==> src/rtl/vdec_err_pkg.sv <==
package vdec_err_pkg;
  localparam int NCHK = 6;
  localparam int CK_COEF  = 0;
  localparam int CK_OVRN  = 1;
  localparam int CK_SYN   = 2;
  localparam int CK_MV    = 3;
  localparam int CK_TRAIL = 4;
  localparam int CK_FGAP  = 5;

  typedef logic [1:0] sev_t;

  localparam sev_t ACT_RUN    = 2'd0;
  localparam sev_t ACT_SUBST  = 2'd1;
  localparam sev_t ACT_RSLICE = 2'd2;
  localparam sev_t ACT_RIFRM  = 2'd3;

  function automatic sev_t norm_sev(input logic [1:0] code);
    return (code == 2'd0) ? 2'd1 : code;
  endfunction
endpackage

==> src/rtl/vdec_err_checks.sv <==
module vdec_err_checks
  import vdec_err_pkg::*;
#(
  parameter int CW   = 7,
  parameter int MAXC = 64,
  parameter int SW   = 16,
  parameter int PW   = 24,
  parameter int FW   = 8
) (
  input  logic                 clk,
  input  logic                 rst_n,
  input  logic [NCHK-1:0]      en,
  input  logic                 coef_vld,
  input  logic [CW-1:0]        coef_cnt,
  input  logic                 syn_vld,
  input  logic                 syn_is_mv,
  input  logic signed [SW-1:0] syn_val,
  input  logic signed [SW-1:0] syn_min,
  input  logic signed [SW-1:0] syn_max,
  input  logic                 bit_vld,
  input  logic [PW-1:0]        bit_pos,
  input  logic [PW-1:0]        sc_pos,
  input  logic                 slice_end,
  input  logic                 trail_ok,
  input  logic                 frm_vld,
  input  logic [FW-1:0]        frm_num,
  output logic [NCHK-1:0]      hit
);
  logic [FW-1:0]   prev_q;
  logic            seen_q;
  logic            out_of_range;
  logic [NCHK-1:0] raw;

  always_ff @(posedge clk or negedge rst_n) begin
    if (!rst_n) begin
      prev_q <= '0;
      seen_q <= 1'b0;
    end else if (frm_vld) begin
      prev_q <= frm_num;
      seen_q <= 1'b1;
    end
  end

  assign out_of_range = (syn_val < syn_min) || (syn_val > syn_max);

  always_comb begin
    raw           = '0;
    raw[CK_COEF]  = coef_vld && (coef_cnt > CW'(MAXC));
    raw[CK_OVRN]  = bit_vld && (bit_pos > sc_pos);
    raw[CK_SYN]   = syn_vld && !syn_is_mv && out_of_range;
    raw[CK_MV]    = syn_vld && syn_is_mv && out_of_range;
    raw[CK_TRAIL] = slice_end && !trail_ok;
    raw[CK_FGAP]  = frm_vld && seen_q && (frm_num != FW'(prev_q + 1'b1));
  end

  assign hit = raw & en;

  // a block at or below the coefficient limit never fires
  a_r1_coef_limit: assert property (@(posedge clk) disable iff (!rst_n)
    (coef_vld && coef_cnt <= CW'(MAXC)) |-> !hit[CK_COEF]);
  // nothing is compared before the first frame number arrives
  a_r5_first_frame: assert property (@(posedge clk) disable iff (!rst_n)
    !seen_q |-> !hit[CK_FGAP]);
endmodule

==> src/rtl/vdec_err_sevmap.sv <==
module vdec_err_sevmap
  import vdec_err_pkg::*;
(
  input  logic [NCHK-1:0]   hit,
  input  logic [2*NCHK-1:0] cfg,
  output sev_t              top_sev
);
  sev_t lvl [NCHK];

  for (genvar i = 0; i < NCHK; i++) begin : g_lvl
    assign lvl[i] = hit[i] ? norm_sev(cfg[2*i +: 2]) : 2'd0;
  end

  always_comb begin
    top_sev = 2'd0;
    for (int i = 0; i < NCHK; i++) begin
      if (lvl[i] > top_sev) top_sev = lvl[i];
    end
  end
endmodule

==> src/rtl/vdec_err_flags.sv <==
module vdec_err_flags
  import vdec_err_pkg::*;
(
  input  logic            clk,
  input  logic            rst_n,
  input  logic [NCHK-1:0] hit,
  input  logic [NCHK-1:0] clr,
  output logic [NCHK-1:0] flags,
  output logic            irq
);
  logic [NCHK-1:0] flags_q;

  always_ff @(posedge clk or negedge rst_n) begin
    if (!rst_n) flags_q <= '0;
    else        flags_q <= (flags_q & ~clr) | hit;
  end

  assign flags = flags_q;
  assign irq   = |flags_q;

  // a flag only drops after a clear request
  a_r7_sticky: assert property (@(posedge clk) disable iff (!rst_n)
    1'b1 |=> (($past(flags_q) & ~$past(clr) & ~flags_q) == '0));
  // any error raises the interrupt next cycle
  a_r7_irq_on_hit: assert property (@(posedge clk) disable iff (!rst_n)
    (|hit) |=> irq);
endmodule

==> src/rtl/vdec_err_ctrl.sv <==
module vdec_err_ctrl
  import vdec_err_pkg::*;
(
  input  logic clk,
  input  logic rst_n,
  input  sev_t hit_sev,
  input  logic ack,
  output sev_t cmd,
  output sev_t sev
);
  sev_t cmd_q, sev_q, base, nxt;
  logic keep;

  assign keep = (cmd_q >= ACT_RSLICE) && !ack;
  assign base = keep ? cmd_q : ACT_RUN;
  assign nxt  = (hit_sev > base) ? hit_sev : base;

  always_ff @(posedge clk or negedge rst_n) begin
    if (!rst_n) begin
      cmd_q <= ACT_RUN;
      sev_q <= 2'd0;
    end else begin
      cmd_q <= nxt;
      sev_q <= hit_sev;
    end
  end

  assign cmd = cmd_q;
  assign sev = sev_q;

  // a held stop stays a stop until acknowledged
  a_r10_hold: assert property (@(posedge clk) disable iff (!rst_n)
    (cmd_q[1] && !ack) |=> cmd_q[1]);
  // a held command is never lowered
  a_r10_no_downgrade: assert property (@(posedge clk) disable iff (!rst_n)
    (cmd_q[1] && !ack) |=> (cmd_q >= $past(cmd_q)));
  // substitution lasts a single cycle
  a_r9_subst_once: assert property (@(posedge clk) disable iff (!rst_n)
    (cmd_q == ACT_SUBST && hit_sev == 2'd0) |=> (cmd_q == ACT_RUN));
  // acknowledge with nothing held leaves the pipeline running
  a_r11_ack_idle: assert property (@(posedge clk) disable iff (!rst_n)
    (!cmd_q[1] && ack && hit_sev == 2'd0) |=> (cmd_q == ACT_RUN));
endmodule

==> src/rtl/vdec_err_dispatch.sv <==
module vdec_err_dispatch
  import vdec_err_pkg::*;
#(
  parameter int CW   = 7,
  parameter int MAXC = 64,
  parameter int SW   = 16,
  parameter int PW   = 24,
  parameter int FW   = 8
) (
  input  logic                 clk,
  input  logic                 rst_n,
  input  logic [5:0]           chk_en,
  input  logic [11:0]          chk_sev,
  input  logic                 coef_vld,
  input  logic [CW-1:0]        coef_cnt,
  input  logic                 syn_vld,
  input  logic                 syn_is_mv,
  input  logic signed [SW-1:0] syn_val,
  input  logic signed [SW-1:0] syn_min,
  input  logic signed [SW-1:0] syn_max,
  input  logic                 bit_vld,
  input  logic [PW-1:0]        bit_pos,
  input  logic [PW-1:0]        sc_pos,
  input  logic                 slice_end,
  input  logic                 trail_ok,
  input  logic                 frm_vld,
  input  logic [FW-1:0]        frm_num,
  input  logic [5:0]           flag_clr,
  input  logic                 fw_ack,
  output logic [5:0]           err_flags,
  output logic                 err_irq,
  output logic [1:0]           err_sev,
  output logic [1:0]           pipe_cmd
);
  logic [NCHK-1:0] hit;
  sev_t            hit_sev;

  vdec_err_checks #(.CW(CW), .MAXC(MAXC), .SW(SW), .PW(PW), .FW(FW)) u_checks (
    .clk(clk), .rst_n(rst_n), .en(chk_en),
    .coef_vld(coef_vld), .coef_cnt(coef_cnt),
    .syn_vld(syn_vld), .syn_is_mv(syn_is_mv), .syn_val(syn_val),
    .syn_min(syn_min), .syn_max(syn_max),
    .bit_vld(bit_vld), .bit_pos(bit_pos), .sc_pos(sc_pos),
    .slice_end(slice_end), .trail_ok(trail_ok),
    .frm_vld(frm_vld), .frm_num(frm_num),
    .hit(hit)
  );

  vdec_err_sevmap u_sevmap (.hit(hit), .cfg(chk_sev), .top_sev(hit_sev));

  vdec_err_flags u_flags (
    .clk(clk), .rst_n(rst_n), .hit(hit), .clr(flag_clr),
    .flags(err_flags), .irq(err_irq)
  );

  vdec_err_ctrl u_ctrl (
    .clk(clk), .rst_n(rst_n), .hit_sev(hit_sev), .ack(fw_ack),
    .cmd(pipe_cmd), .sev(err_sev)
  );

  // a disabled check never raises its flag
  a_r6_gate: assert property (@(posedge clk) disable iff (!rst_n)
    1'b1 |=> ((~$past(err_flags) & ~$past(chk_en) & err_flags) == '0));
  // no error in a cycle reports severity 0 next cycle
  a_r8_quiet: assert property (@(posedge clk) disable iff (!rst_n)
    (hit == '0) |=> (err_sev == 2'd0));
endmodule

==> config.mk <==
export PLATFORM = sky130hd
export DESIGN_NAME = vdec_err_dispatch
export DESIGN_NICKNAME = d
export VERILOG_FILES = /design/src/rtl/vdec_err_pkg.sv /design/src/rtl/vdec_err_checks.sv /design/src/rtl/vdec_err_sevmap.sv /design/src/rtl/vdec_err_flags.sv /design/src/rtl/vdec_err_ctrl.sv /design/src/rtl/vdec_err_dispatch.sv
export SDC_FILE = /design/constraint.sdc
export NUM_CORES = 1
export LEC_CHECK = 0
export BUFFER_PORTS_ARGS = -buffer_cell sky130_fd_sc_hd__buf_2
export CAP_MARGIN = 10
export CORE_UTILIZATION = 47
export CTS_CLUSTER_DIAMETER = 150
export DETAILED_ROUTE_END_ITERATION = 10
export GPL_TIMING_DRIVEN = 0
export PLACE_DENSITY_LB_ADDON = 0.12
export SLEW_MARGIN = 15
export SYNTH_ARGS = -nofsm -noshare
export SYNTH_HDL_FRONTEND = slang
export SYNTH_SLANG_ARGS = --single-unit
==> constraint.sdc <==
create_clock -name clk -period 3.9 [get_ports clk]
set_input_delay 0.78 -clock clk [delete_from_list [all_inputs] [get_ports clk]]
set_output_delay 0.78 -clock clk [all_outputs]
set_load 0.01 [all_outputs]
==> results.cfg, run 1 <==
[outcome]
status = complete, but fails checks
violations = negative setup slack

[logic_synthesis]
yosys-top-cells-count = inv_1, ha_1, nand2_1
synthDistinctLibCells = 53
yosys.area.top_type = ha_1
synth_area_um2 = 2990
synth.most_common_cell = inv_1
synth_top_area_share = 0.310
synth_edf_count = 0
yosys-top-cells-area = ha_1, dfrtp_1, inv_1
yosysSeqAreaShare = 0.159
netlist_instances = 379
ys.flop_type = dfrtp_1
avgSynthCellArea_um2 = 7.88
ys_warn_count = 0
async_reset_ff_frac = 1.00
syn_nets = 598
ys_seq_elements = 19

[timing]
finalHoldViolCount = 0
whs_ns = 0.454
fmax_ghz = 0.144
setup_ws_ns = -3.07
fin_crit_ns = 6.97
finalCritPeriodShare = 1.79
slew_headroom = 0.682
skew_ns = 0.00475
tightest_slew_ns = 0.477
maxSlewViolCount = 0
final-setup-viol-count = 2
rsz0062_at_grt = true

[clock_network]
cts_buffers = 3
cts.sinks = 19
cts.root.buffer_cell = clkbuf_8
cts_tree = built
clk_latency_ns = 0.26
clkSlewWorstSetupHoldPaths_ns = 0.08
clk_path_buf_depth = 2
cts_max_level = 1

[floorplanning]
core-area_um2 = 6030
die_x_um = 81.7
die_area_um2 = 6670
fp.dieH_um = 81.7
start_util = 0.495
io_pins = 156
num_rows = 28

[global_route]
grt_max_degree = 20
overflow = 0
antenna_found_initial = 0
grtUsageTotal = 0.224
grt_pass1_vias = 2969
grt_pass1_wl_um = 11900

[power_and_ir_drop]
pwr_density_cell_nw_per_um2 = 203
p_leak_nw = 2.51
ir_worst_vdd_mv = 0.231
total_power_uw = 904

[final_layout]
num_antenna_cells = 0
finalNonFillerCells = 630
fin_nets = 775
area_growth_pct = 49.4
drive_above_1_share = 0.440

[place]
pre_cts_ws_ns = -3.69
dpl.hpwl_um = 6260
place_inst = 608
gp_congestion = 0.850
place.port_buffers = 154

[drt]
wl_per_cell_um = 12.5
routed_via_density = 5.04
drtPass1Iterations = 4
postRouteAntennaNets = 0
wl_um = 7860
route.detailed.drc = 0
drt_iter0_drc = 76
vias = 3174

[run]
maxCapViolations = 0

[worst_setup_path]
cp_max_fo = 3
crit_type = input pin to flip-flop
arrival_ns = 7.11
max_stage_delay_ns = 0.32
required_ns = 4.04
cp_slowest_cell = a211o_1
critPathLaunchType = input pin
endpoint_kind = flip-flop

[hold_path]
min_path_type = input pin to asynchronous set/reset pin
-- report_power, final --
part | switching [mW] | leakage, nW | total, mW | internal, mW
Clock | 0.0700 | 0.0255 | 0.141 | 0.0711
Combinational | 0.248 | 2.25 | 0.523 | 0.275
Sequential | 0.0188 | 0.230 | 0.240 | 0.221
Total | 0.336 | 2.51 | 0.904 | 0.568
-- flip-flops by register name (all words and copies together) (netlist names) --
register,flops
u_ctrl.sev,2
u_checks.prev_q,8
u_ctrl.cmd,2
u_flags.flags,6
u_checks.seen_q,1
-- worst max-delay path, delay by kind of cell --
| family | cells | cell delay (ns) |
|---|---|---|
| buf+inv | 8 | 0.55 |
| simple gates | 5 | 0.73 |
| compound gates | 16 | 2.93 |
| mux | 2 | 0.53 |
| fa+ha+maj | 6 | 1.55 |
-- layout by cell type (no fill, tap or decap), types with 4 or more instances in the layout --
cell type  instances
buf_2            143
inv_1             79
ha_1              60
nand2_1           26
a21oi_1           20
dfrtp_1           19
nor2_1            17
buf_4             17
ha_4              13
buf_6             11
nand4_1           10
o21ai_0           10
inv_2             10
a21o_1             8
mux2_2             8
xnor2_1            6
nand2b_1           6
nand3_1            5
o21ai_1            4
a211o_1            4
a21oi_2            4
-- timing repair --
action                                  4_1_cts  5_1_grt
setup buffers                                13        5
resized for setup                            23       28
pin swaps                                    30       31
hold buffers                                  0        0
endpoints found under the setup margin        2        2
-- routing by layer --
| layer | GRT usage | part of all wire | up-vias |
|---|---|---|---|
| met4 | 0.0421 | 0.013 | 0 |
| li1 | - | - | 1648 |
| met2 | 0.443 | 0.52 | 102 |
| met3 | 0.0378 | 0.062 | 8 |
| met5 | 0 | 0 | - |
| met1 | 0.249 | 0.40 | 1416 |
-- cell type report --
| class | count | area (um2) |
|---|---|---|
| Buffer | 1 | 3.75 |
| Clock inverter | 1 | 5.00 |
| Inverter | 92 | 363 |
| Tap cell | 75 | 93.8 |
| Timing Repair Buffer | 172 | 982 |
| Fill cell | 487 | 1570 |
| Clock buffer | 3 | 41.3 |
| Sequential cell | 19 | 475 |
| Multi-Input combinational cell | 267 | 2500 |
-- final timing paths --
path / startpoint / endpoint / slack (ns) / cells past startpoint
setup / recovery: syn_min[2] / u_ctrl.cmd[0]$_DFF_PN0_ / -3.07 / 37
hold / removal: rst_n / u_flags.flags[5]$_DFF_PN0_ / 0.45 / 1
setup reg to reg: u_checks.prev_q[2]$_DFFE_PN0P_ / u_ctrl.cmd[0]$_DFF_PN0_ / 0.24 / 16
hold reg to reg: u_checks.seen_q$_DFFE_PN0P_ / u_checks.seen_q$_DFFE_PN0P_ / 0.47 / 1
max in group asynchronous: rst_n / u_flags.flags[2]$_DFF_PN0_ / 3.14 / 1
min in group clk: u_checks.seen_q$_DFFE_PN0P_ / u_checks.seen_q$_DFFE_PN0P_ / 0.47 / 1
-- cell families (layout without fill, tap and decap cells) --
group | after synthesis | count (layout) | synth area share
adder cells (fa/ha/maj) | 74 | 74 | 0.310
multiplexers | 12 | 12 | 0.0457
AO/OA/AOI/OAI | 84 | 84 | 0.190
XOR/XNOR | 9 | 9 | 0.0264
flip-flops | 19 | 19 | 0.159
AND/OR/NAND/NOR | 88 | 88 | 0.151
buffers and inverters | 93 | 269 | 0.117
-- stage by stage --
step / area [um2] / TNS, ns / utilization
after floorplan: 3120 / -4.85 / -
after global placement: 3990 / -6.22 / 0.661
after detailed placement: 3990 / -6.74 / 0.661
after CTS: 4270 / -5.43 / 0.709
after global routing: 4460 / -6.19 / 0.740
final: 4460 / -5.59 / 0.740
Note: power is estimated with default switching activity, not from simulation.
==> inputs of run 2 (changes only) <==
ABC_AREA = 1   (was unset)
==> results.cfg, run 2 <==
[worst_setup_path]
crit_cells = 46
crit_type = input pin to flip-flop
r2r_setup_slack_ns = 0.70
required_ns = 4.07
arrival_ns = 6.07
r2r-start = u_checks.prev_q[0]$_DFFE_PN0P_
cp_max_fo = 4
endpoint_kind = flip-flop
max_stage_delay_ns = 0.30
path_delay_family = simple AND/OR/NAND/NOR gates
cp_common_cell = ha_4
startpoint = sc_pos[12]
cp.buffers_inverters = 8
r2r_end = u_ctrl.cmd[0]$_DFF_PN0_
reg2regPathDepth = 22
critPathLaunchType = input pin
cp_slowest_cell = ha_4

[final_layout]
num_antenna_cells = 0
fillers = 538
largest_reg_flops = 8
area_growth_pct = 49.4
fin_nets = 867
multiInputGateArea_um2 = 2490
final_cell_area_um2 = 4660
drive_above_1_share = 0.402
layout_commonest_cell = buf_2
regArea_um2 = 475
largest_register = u_checks.prev_q
finalNonFillerCells = 724
layout_common_cells = buf_2, inv_1, nand2_1

[global_route]
grt_pass1_wl_um = 13800
overflow = 0
grt_max_degree = 20
grt_pass1_vias = 3397
antenna_found_initial = 0
grtUsageTotal = 0.239

[place]
gp_congestion = 0.839
pre_cts_ws_ns = -2.27
dpl.hpwl_um = 6700
place.port_buffers = 155
placed_area_um2 = 4180
place_inst = 693

[power_and_ir_drop]
total_power_mw = 1.03
power_frac_clock = 0.146
p_leak_nw = 2.77
p_int_uw = 623
p_seq_frac = 0.235
switching_share = 0.396
p_comb_frac = 0.619
ir_worst_vdd_mv = 0.257
power.switching_uw = 408
pwr_density_cell_nw_per_um2 = 221

[logic_synthesis]
ys_warn_count = 0
ys_seq_elements = 19
yosys-top-cells-area = ha_1, dfrtp_1, inv_1
avgSynthCellArea_um2 = 6.77
synth_area_um2 = 3120
netlist_instances = 461
synth_edf_count = 0
yosys-top-cells-count = inv_1, nand2_1, ha_1
ys.flop_type = dfrtp_1
syn_nets = 680
synthDistinctLibCells = 33
yosys.area.top_type = ha_1
synth.most_common_cell = inv_1
synth_top_area_share = 0.297
yosysSeqAreaShare = 0.152
async_reset_ff_frac = 1.00

[timing]
rsz0062_at_grt = true
maxSlewViolCount = 0
fmax_ghz = 0.170
skew_ns = 0.00355
setup_ws_ns = -2.00
finalHoldViolCount = 0
fin_crit_ns = 5.90
whs_ns = 0.449
slew_headroom = 0.682
finalCritPeriodShare = 1.51
final-setup-viol-count = 2
tightest_slew_ns = 0.472

[drt]
postRouteAntennaNets = 0
vias = 3467
drt_iter0_drc = 76
wl_um = 8390
routed_via_density = 4.79
wl_per_cell_um = 11.6
route.detailed.drc = 0
drtPass1Iterations = 4

[clock_network]
cts.sinks = 19
cts_tree = built
cts.root.buffer_cell = clkbuf_8
hold_buffers = 0
cts_max_level = 1
clk_latency_ns = 0.27
clkSlewWorstSetupHoldPaths_ns = 0.08
clk_path_buf_depth = 2
cts_buffers = 3

[floorplanning]
core-area_um2 = 6390
die_x_um = 83.5
num_rows = 29
fp.dieH_um = 83.5
die_area_um2 = 6970
start_util = 0.488
io_pins = 156

[run]
maxCapViolations = 0

[outcome]
status = complete, but fails checks
violations = negative setup slack

[hold_path]
min_path_type = input pin to asynchronous set/reset pin
run 2: worst max-delay path by stage:
stage                                    endpoint  slack [ns]
after global routing      u_ctrl.cmd[0]$_DFF_PN0_       -2.29
after detailed placement  u_ctrl.cmd[0]$_DFF_PN0_       -2.27
after CTS                 u_ctrl.cmd[0]$_DFF_PN0_       -1.69
final                     u_ctrl.cmd[0]$_DFF_PN0_       -2.00
after global placement    u_ctrl.cmd[0]$_DFF_PN0_       -2.14
after floorplan           u_ctrl.cmd[0]$_DFF_PN0_       -1.69
run 2: final cells by class:
cell class              count  area share
multi-input cells         322       0.535
repair buffers            182       0.230
plain buffers               1    0.000806
flip-flops and latches     19       0.102
clock buffers               3     0.00886
inverters                 119       0.102
well taps                  77      0.0207
clock inverters             1     0.00107
run 2: power by group through the flow:
stage | Sequential (mW) | Clock [mW] | Combinational, mW
final | 0.242 | 0.151 | 0.638
after global routing | 0.245 | 0.165 | 0.709
after floorplan | 0.251 | 0 | 0.292
after global placement | 0.244 | 0 | 0.445
after detailed placement | 0.245 | 0 | 0.467
after CTS | 0.241 | 0.153 | 0.556
run 2: kinds of logic after synthesis:
group / share of synthesized area
AND/OR/NAND/NOR: 0.275
AO/OA/AOI/OAI: 0.106
flip-flops: 0.152
adder cells (fa/ha/maj): 0.297
XOR/XNOR: 0.0253
buffers and inverters: 0.144
run 2: metrics by stage:
stage | util | setup TNS [ns]
6_report | 0.730 | -3.84
5_1_grt | 0.730 | -4.39
4_1_cts | 0.708 | -3.05
3_5_place_dp | 0.654 | -3.98
3_3_place_gp | 0.654 | -3.73
2_1_floorplan | - | -2.87
run 2: per-layer routing:
metal  global-route usage  up-vias  share of wire
li1                     -     1812              -
met1                0.257     1515           0.39
met2                0.474      118           0.53
met3               0.0356       22          0.050
met4               0.0724        0          0.030
met5                    0        -              0
run 2: repair_timing:
| item | 4_1_cts | 5_1_grt |
|---|---|---|
| setup endpoints to repair | 2 | 2 |
| gates resized for setup | 27 | 18 |
| cloned | 0 | 0 |
| buffers inserted | 20 | 7 |
| pin swaps | 34 | 25 |
| endpoints found under the hold margin | 0 | 0 |
run 2: worst register-to-register path, cell delays in order, from the launching register on:
cell and delay [ns]:
dfrtp_1 0.44, ha_1 0.33, xnor2_1 0.15, nand2_1 0.08, a221oi_2 0.16, o21ai_1 0.10, nor2_2 0.11, o311ai_2 0.15
nand2_1 0.13, nor2_1 0.06, inv_1 0.06, ha_1 0.23, inv_1 0.08, nand2_2 0.05, o21a_1 0.13, inv_1 0.07
nand3_2 0.10, nand2_4 0.11, ha_4 0.20, a22oi_2 0.20, inv_1 0.07, nand2_1 0.06, nand2_1 0.04
